File: config.mk
export PLATFORM = sky130hd
export DESIGN_NAME = pwm8_timer
export DESIGN_NICKNAME = d
export VERILOG_FILES = /design/src/rtl/pwm8_pkg.sv /design/src/rtl/pwm8_prescale.sv /design/src/rtl/pwm8_cmpbuf.sv /design/src/rtl/pwm8_core.sv /design/src/rtl/pwm8_timer.sv
export SDC_FILE = /design/constraint.sdc
export NUM_CORES = 1
export LEC_CHECK = 0
export ABC_CLOCK_PERIOD_IN_PS = 1900
export CAP_MARGIN = 20
export CORE_AREA = 2 2 56 58
export DETAILED_ROUTE_END_ITERATION = 10
export DIE_AREA = 0 0 58 60
export PLACE_DENSITY_LB_ADDON = 0.1
export SLEW_MARGIN = 20
export SYNTH_ARGS = -nofsm -noshare
export SYNTH_HDL_FRONTEND = slang
export SYNTH_SLANG_ARGS = --single-unit
File: constraint.sdc
create_clock -name clk -period 1.9 [get_ports clk]
set_input_delay 0.285 -clock clk [delete_from_list [all_inputs] [get_ports clk]]
set_output_delay 0.285 -clock clk [all_outputs]
set_load 0.01 [all_outputs]
File: src/rtl/pwm8_pkg.sv
package pwm8_pkg;
    localparam int CNT_WIDTH = 8;
    localparam int PRE_WIDTH = 2;

    typedef enum logic [1:0] {
        SEL_DIV1  = 2'd0,
        SEL_DIV2  = 2'd1,
        SEL_DIV4  = 2'd2,
        SEL_DIV4B = 2'd3
    } clk_sel_e;
endpackage

File: src/rtl/pwm8_prescale.sv
module pwm8_prescale
    import pwm8_pkg::*;
#(
    parameter int PRE_W = PRE_WIDTH
) (
    input  logic       clk,
    input  logic       rst_n,
    input  logic       en,
    input  logic [1:0] sel,
    output logic       tick
);
    typedef struct packed {
        logic [PRE_W-1:0] div;
    } pre_state_t;

    pre_state_t s_q, s_d;
    logic [PRE_W-1:0] mask;

    always_comb begin
        case (clk_sel_e'(sel))
            SEL_DIV1: mask = '0;
            SEL_DIV2: mask = PRE_W'(1);
            default:  mask = PRE_W'(3);
        endcase
        tick = en && ((s_q.div & mask) == mask);
        s_d  = s_q;
        if (!en) s_d.div = '0;
        else     s_d.div = s_q.div + 1'b1;
    end

    always_ff @(posedge clk or negedge rst_n) begin
        if (!rst_n) s_q <= '0;
        else        s_q <= s_d;
    end

    // with a divided rate, two ticks never arrive on consecutive clocks
    a_r4_no_back_to_back: assert property (@(posedge clk) disable iff (!rst_n)
        (tick && sel != 2'd0) |=> (!tick || sel != $past(sel)));
endmodule

File: src/rtl/pwm8_cmpbuf.sv
module pwm8_cmpbuf
    import pwm8_pkg::*;
#(
    parameter int W = CNT_WIDTH
) (
    input  logic         clk,
    input  logic         rst_n,
    input  logic         wr_en,
    input  logic [W-1:0] wr_data,
    input  logic         start,
    input  logic         wrap,
    output logic [W-1:0] cmp_act
);
    typedef struct packed {
        logic [W-1:0] hold;
        logic [W-1:0] act;
    } buf_state_t;

    buf_state_t s_q, s_d;

    always_comb begin
        s_d = s_q;
        if (wr_en)         s_d.hold = wr_data;
        if (start || wrap) s_d.act  = s_q.hold;
    end

    always_ff @(posedge clk or negedge rst_n) begin
        if (!rst_n) s_q <= '0;
        else        s_q <= s_d;
    end

    assign cmp_act = s_q.act;
endmodule

File: src/rtl/pwm8_core.sv
module pwm8_core
    import pwm8_pkg::*;
#(
    parameter int W = CNT_WIDTH
) (
    input  logic         clk,
    input  logic         rst_n,
    input  logic         active,
    input  logic         tick,
    input  logic [W-1:0] cmp_act,
    output logic         ff,
    output logic         irq,
    output logic         wrap
);
    localparam logic [W-1:0] TOP = {W{1'b1}};

    typedef struct packed {
        logic [W-1:0] cnt;
        logic         ff;
        logic         irq;
    } core_state_t;

    core_state_t s_q, s_d;
    logic match, at_top;

    always_comb begin
        match  = (s_q.cnt == cmp_act);
        at_top = (s_q.cnt == TOP);
        wrap   = active && tick && at_top;
        s_d    = s_q;
        if (!active) begin
            s_d = '0;
        end else begin
            s_d.irq = wrap;
            if (tick) begin
                // compare toggle first, wrap toggle second; equal ticks cancel
                s_d.ff  = (s_q.ff ^ match) ^ at_top;
                s_d.cnt = at_top ? '0 : s_q.cnt + 1'b1;
            end
        end
    end

    always_ff @(posedge clk or negedge rst_n) begin
        if (!rst_n) s_q <= '0;
        else        s_q <= s_d;
    end

    assign ff  = s_q.ff;
    assign irq = s_q.irq;

    // interrupt lasts a single clock
    a_r7_irq_one_cycle: assert property (@(posedge clk) disable iff (!rst_n)
        s_q.irq |=> !s_q.irq);
    // the interrupt follows the wrap, so the counter is back at zero
    a_r1_irq_at_wrap: assert property (@(posedge clk) disable iff (!rst_n)
        s_q.irq |-> (s_q.cnt == '0));
    // a stopped timer clears counter, flop and interrupt
    a_r8_idle_hold: assert property (@(posedge clk) disable iff (!rst_n)
        !active |=> (s_q.cnt == '0 && !s_q.ff && !s_q.irq));
    // the active compare value changes only at a period boundary
    a_r5_cmp_at_boundary: assert property (@(posedge clk) disable iff (!rst_n)
        !$stable(cmp_act) |-> (s_q.cnt == '0));
    // every period begins with the flop cleared (output high)
    a_r2_clear_at_zero: assert property (@(posedge clk) disable iff (!rst_n)
        (s_q.cnt == '0) |-> !s_q.ff);
endmodule

File: src/rtl/pwm8_timer.sv
module pwm8_timer
    import pwm8_pkg::*;
#(
    parameter int W     = CNT_WIDTH,
    parameter int PRE_W = PRE_WIDTH
) (
    input  logic         clk,
    input  logic         rst_n,
    input  logic         wr_en,
    input  logic [W-1:0] wr_data,
    input  logic         run,
    input  logic [1:0]   clk_sel,
    output logic         pwm_out,
    output logic         ovf_irq
);
    typedef struct packed {
        logic run;
    } top_state_t;

    top_state_t s_q, s_d;
    logic start, active, tick, wrap, ff;
    logic [W-1:0] cmp_act;

    always_comb begin
        s_d.run = run;
        start   = run && !s_q.run;
        active  = run && s_q.run;
    end

    always_ff @(posedge clk or negedge rst_n) begin
        if (!rst_n) s_q <= '0;
        else        s_q <= s_d;
    end

    pwm8_prescale #(.PRE_W(PRE_W)) u_pre (
        .clk  (clk),
        .rst_n(rst_n),
        .en   (active),
        .sel  (clk_sel),
        .tick (tick)
    );

    pwm8_cmpbuf #(.W(W)) u_buf (
        .clk    (clk),
        .rst_n  (rst_n),
        .wr_en  (wr_en),
        .wr_data(wr_data),
        .start  (start),
        .wrap   (wrap),
        .cmp_act(cmp_act)
    );

    pwm8_core #(.W(W)) u_core (
        .clk    (clk),
        .rst_n  (rst_n),
        .active (active),
        .tick   (tick),
        .cmp_act(cmp_act),
        .ff     (ff),
        .irq    (ovf_irq),
        .wrap   (wrap)
    );

    assign pwm_out = ~ff;

    // a stopped timer drives the pin high
    a_r3_idle_high: assert property (@(posedge clk) disable iff (!rst_n)
        !run |=> pwm_out);
endmodule

==> results.cfg <==
[worst_hold_path]
hp-class = input pin to asynchronous set/reset pin

[placed_design]
post-place-ws_ps = -30.9
hpwl_mm = 1.79
gp_congestion = 0.805
io_buffers = 15

[route]
drc = 0
antenna_left = 0
vias_per_cell = 5.17
vias = 910
first_pass_iters = 4
wirelength_mm = 2.41
drt_iter0_drc = 19
wl_per_cell_um = 13.7

[yosys]
synth-edff-count = 0
synth_cell_types = 34
muxShareOfSynthArea_pct = 14.3
yosys_most_used_dff = dfrtp_1
synth_top_family_by_area = simple AND/OR/NAND/NOR gates
synth_compound_area_share_pct = 8.24
synth.avg_cell_area_um2 = 12.3
synth-warning-count = 0
synthesis.area_um2 = 1370
synth-simple-area-share_pct = 14.4
synth_seq_cells = 29
ys_seq_area_share_pct = 53.1
async_flop_share_pct = 100
synthCells = 111
syn_nets = 126
synth_fa_ha_area_share_pct = 0.916
synth_xor_area_share_pct = 7.69

[sta]
fin_crit_sh_pct = 93.5
hold_viol = 0
fin_hold_ws_ps = 330
fmax_mhz = 563
setup_ws_ps = 123
slew_violations = 0
max-slew-margin-rel_pct = 74.9
setup_violations = 0
fin_crit_ps = 1780
rsz0062_at_grt = no
tightestPinTransition_ps = 376
skew_ps = 10.0

[global_routing]
grt_usage_pct = 16.8
grt_pass1_wl_mm = 4.10
grt_max_degree = 30
grt_pass1_vias = 903
antenna_found_initial = 0
grt_overflow_total = 0

[setup_path]
cp_slowest_cell = dfrtp_1
worst_ep_required_time_ps = 2120
r2r-start = u_core.s_q[6]$_DFFE_PN0P_
r2r_slack_ps = 120
critPathLaunchType = flop
critical_path.cell_chain = nand4_1 > nor4_4 > a21boi_1 > o21bai_2 > mux2_4
critical_path.endpoint_type = flop
timing.critical_path.max_delay_family = simple AND/OR/NAND/NOR gates
arrival_ps = 2000
r2r_end = u_core.ff$_DFFE_PN0P_
path_max_fanout = 5
path_buf_inv = 0
cpPeakStageDelay_ps = 460
rr_worst_depth = 5
path_class = flop to flop

[layout]
mostFrequentLayoutCells = 29 x dfrtp_1, 16 x mux2_2, 15 x clkdlybuf4s50_1
drive_above_1_share_pct = 29.4
final_common_cell = dfrtp_1
num-nets-final = 157
n_antenna_cell = 0
synthToLayoutAreaGrowth_pct = 23.1
post-route-util_pct = 57.9

[floorplanning]
row_count = 20
dieArea_um2 = 3480
initial_core_util_pct = 47.1
core_area_um2 = 2900
chipHeight_um = 60
io-pin-count = 16
die_w_um = 58

[clocking]
numCtsBuffers = 5
clkLatencyLatePin_ps = 330
cts_root_buffer = clkbuf_4
cts_tree = built
clockBufferDepth = 2
cts_resized = 0
cts_sinks = 29
ctsHoldBuffers = 0
htreeDepth = 2
post_cts_buffers = 0
clkTransAtPathRegs_ps = 90

[outcome]
status = complete, no violations

[power]
powerDensity_nw_per_um2 = 731
p_leak_nw = 0.748
total_power_mw = 1.23
peakVddDrop_mv = 0.457

[job]
max_cap_violations = 0
==> where the power goes <==
group	switching (mW)	internal [mW]	leakage [nW]	total, mW
clock	0.200	0.147	0.0265	0.347
sequential	0.0335	0.671	0.366	0.705
combinational	0.0739	0.103	0.356	0.177
total	0.307	0.922	0.748	1.23
==> worst max-delay path by stage <==
stage / slack (ps) / cells past startpoint / start / to
finish: 120 / 5 / u_core.s_q[6]$_DFFE_PN0P_ / u_core.ff$_DFFE_PN0P_
global route: 20 / 7 / u_core.s_q[6]$_DFFE_PN0P_ / u_core.s_q[5]$_DFFE_PN0P_
CTS: 70 / 6 / u_core.s_q[3]$_DFFE_PN0P_ / u_core.ff$_DFFE_PN0P_
detailed placement: -30 / 6 / clk_sel[0] / u_core.ff$_DFFE_PN0P_
global placement: 5 / 6 / clk_sel[0] / u_core.ff$_DFFE_PN0P_
floorplan: 200 / 6 / u_core.s_q[2]$_DFFE_PN0P_ / u_core.ff$_DFFE_PN0P_
==> sequential cells by signal, indices dropped and copies added, names as in the netlist <==
name / flops
u_buf.cmp_act: 8
s_q: 1
u_buf.s_q: 8
u_core.s_q: 8
u_core.ff: 1
u_pre.s_q: 2
u_core.irq: 1
==> cell families (layout without fill, tap and decap cells) <==
family          after synthesis  count (layout)
mux                          17              17
compound gates               15              15
fa+ha+maj                     1               1
simple gates                 32              32
xor+xnor                     12              12
buf+inv                       5              37
flops                        29              29
==> cell usage after synthesis (all sizes together) (3+ instances only) <==
cell	instances	area [um^2]
nor2	10	37.5
nand2	5	18.8
o21ai	4	23.8
and3	3	20.0
dfrtp	29	726
inv	3	11.3
xnor2	3	26.3
xor2	9	78.8
mux2	17	195
nor4	3	46.3
==> final cells by class <==
cell class | count | area [um^2]
fillers | 254 | 1220
well taps | 33 | 41.3
repair buffers | 26 | 233
flip-flops and latches | 29 | 726
multi-input cells | 77 | 622
clock buffers | 8 | 48.8
inverters | 3 | 11.3
==> metal layers <==
layer / track usage (%) / wire length (um) / share of wire (%) / vias up
li1: - / - / - / 448
met1: 20.3 / 1060 / 44 / 432
met2: 25.8 / 1170 / 48 / 23
met3: 4.55 / 112 / 4.6 / 7
met4: 12.0 / 69 / 2.9 / 0
met5: 0 / 0 / 0 / -
==> per-stage QoR <==
stage / TNS, ps / instances / cell area (um^2)
global route: 0 / 176 / 1680
floorplan: 0 / 111 / 1370
finish: 0 / 176 / 1680
global placement: 0 / 166 / 1620
detailed placement: -103 / 166 / 1620
CTS: 0 / 174 / 1670
(Power assumes the default switching activity.)
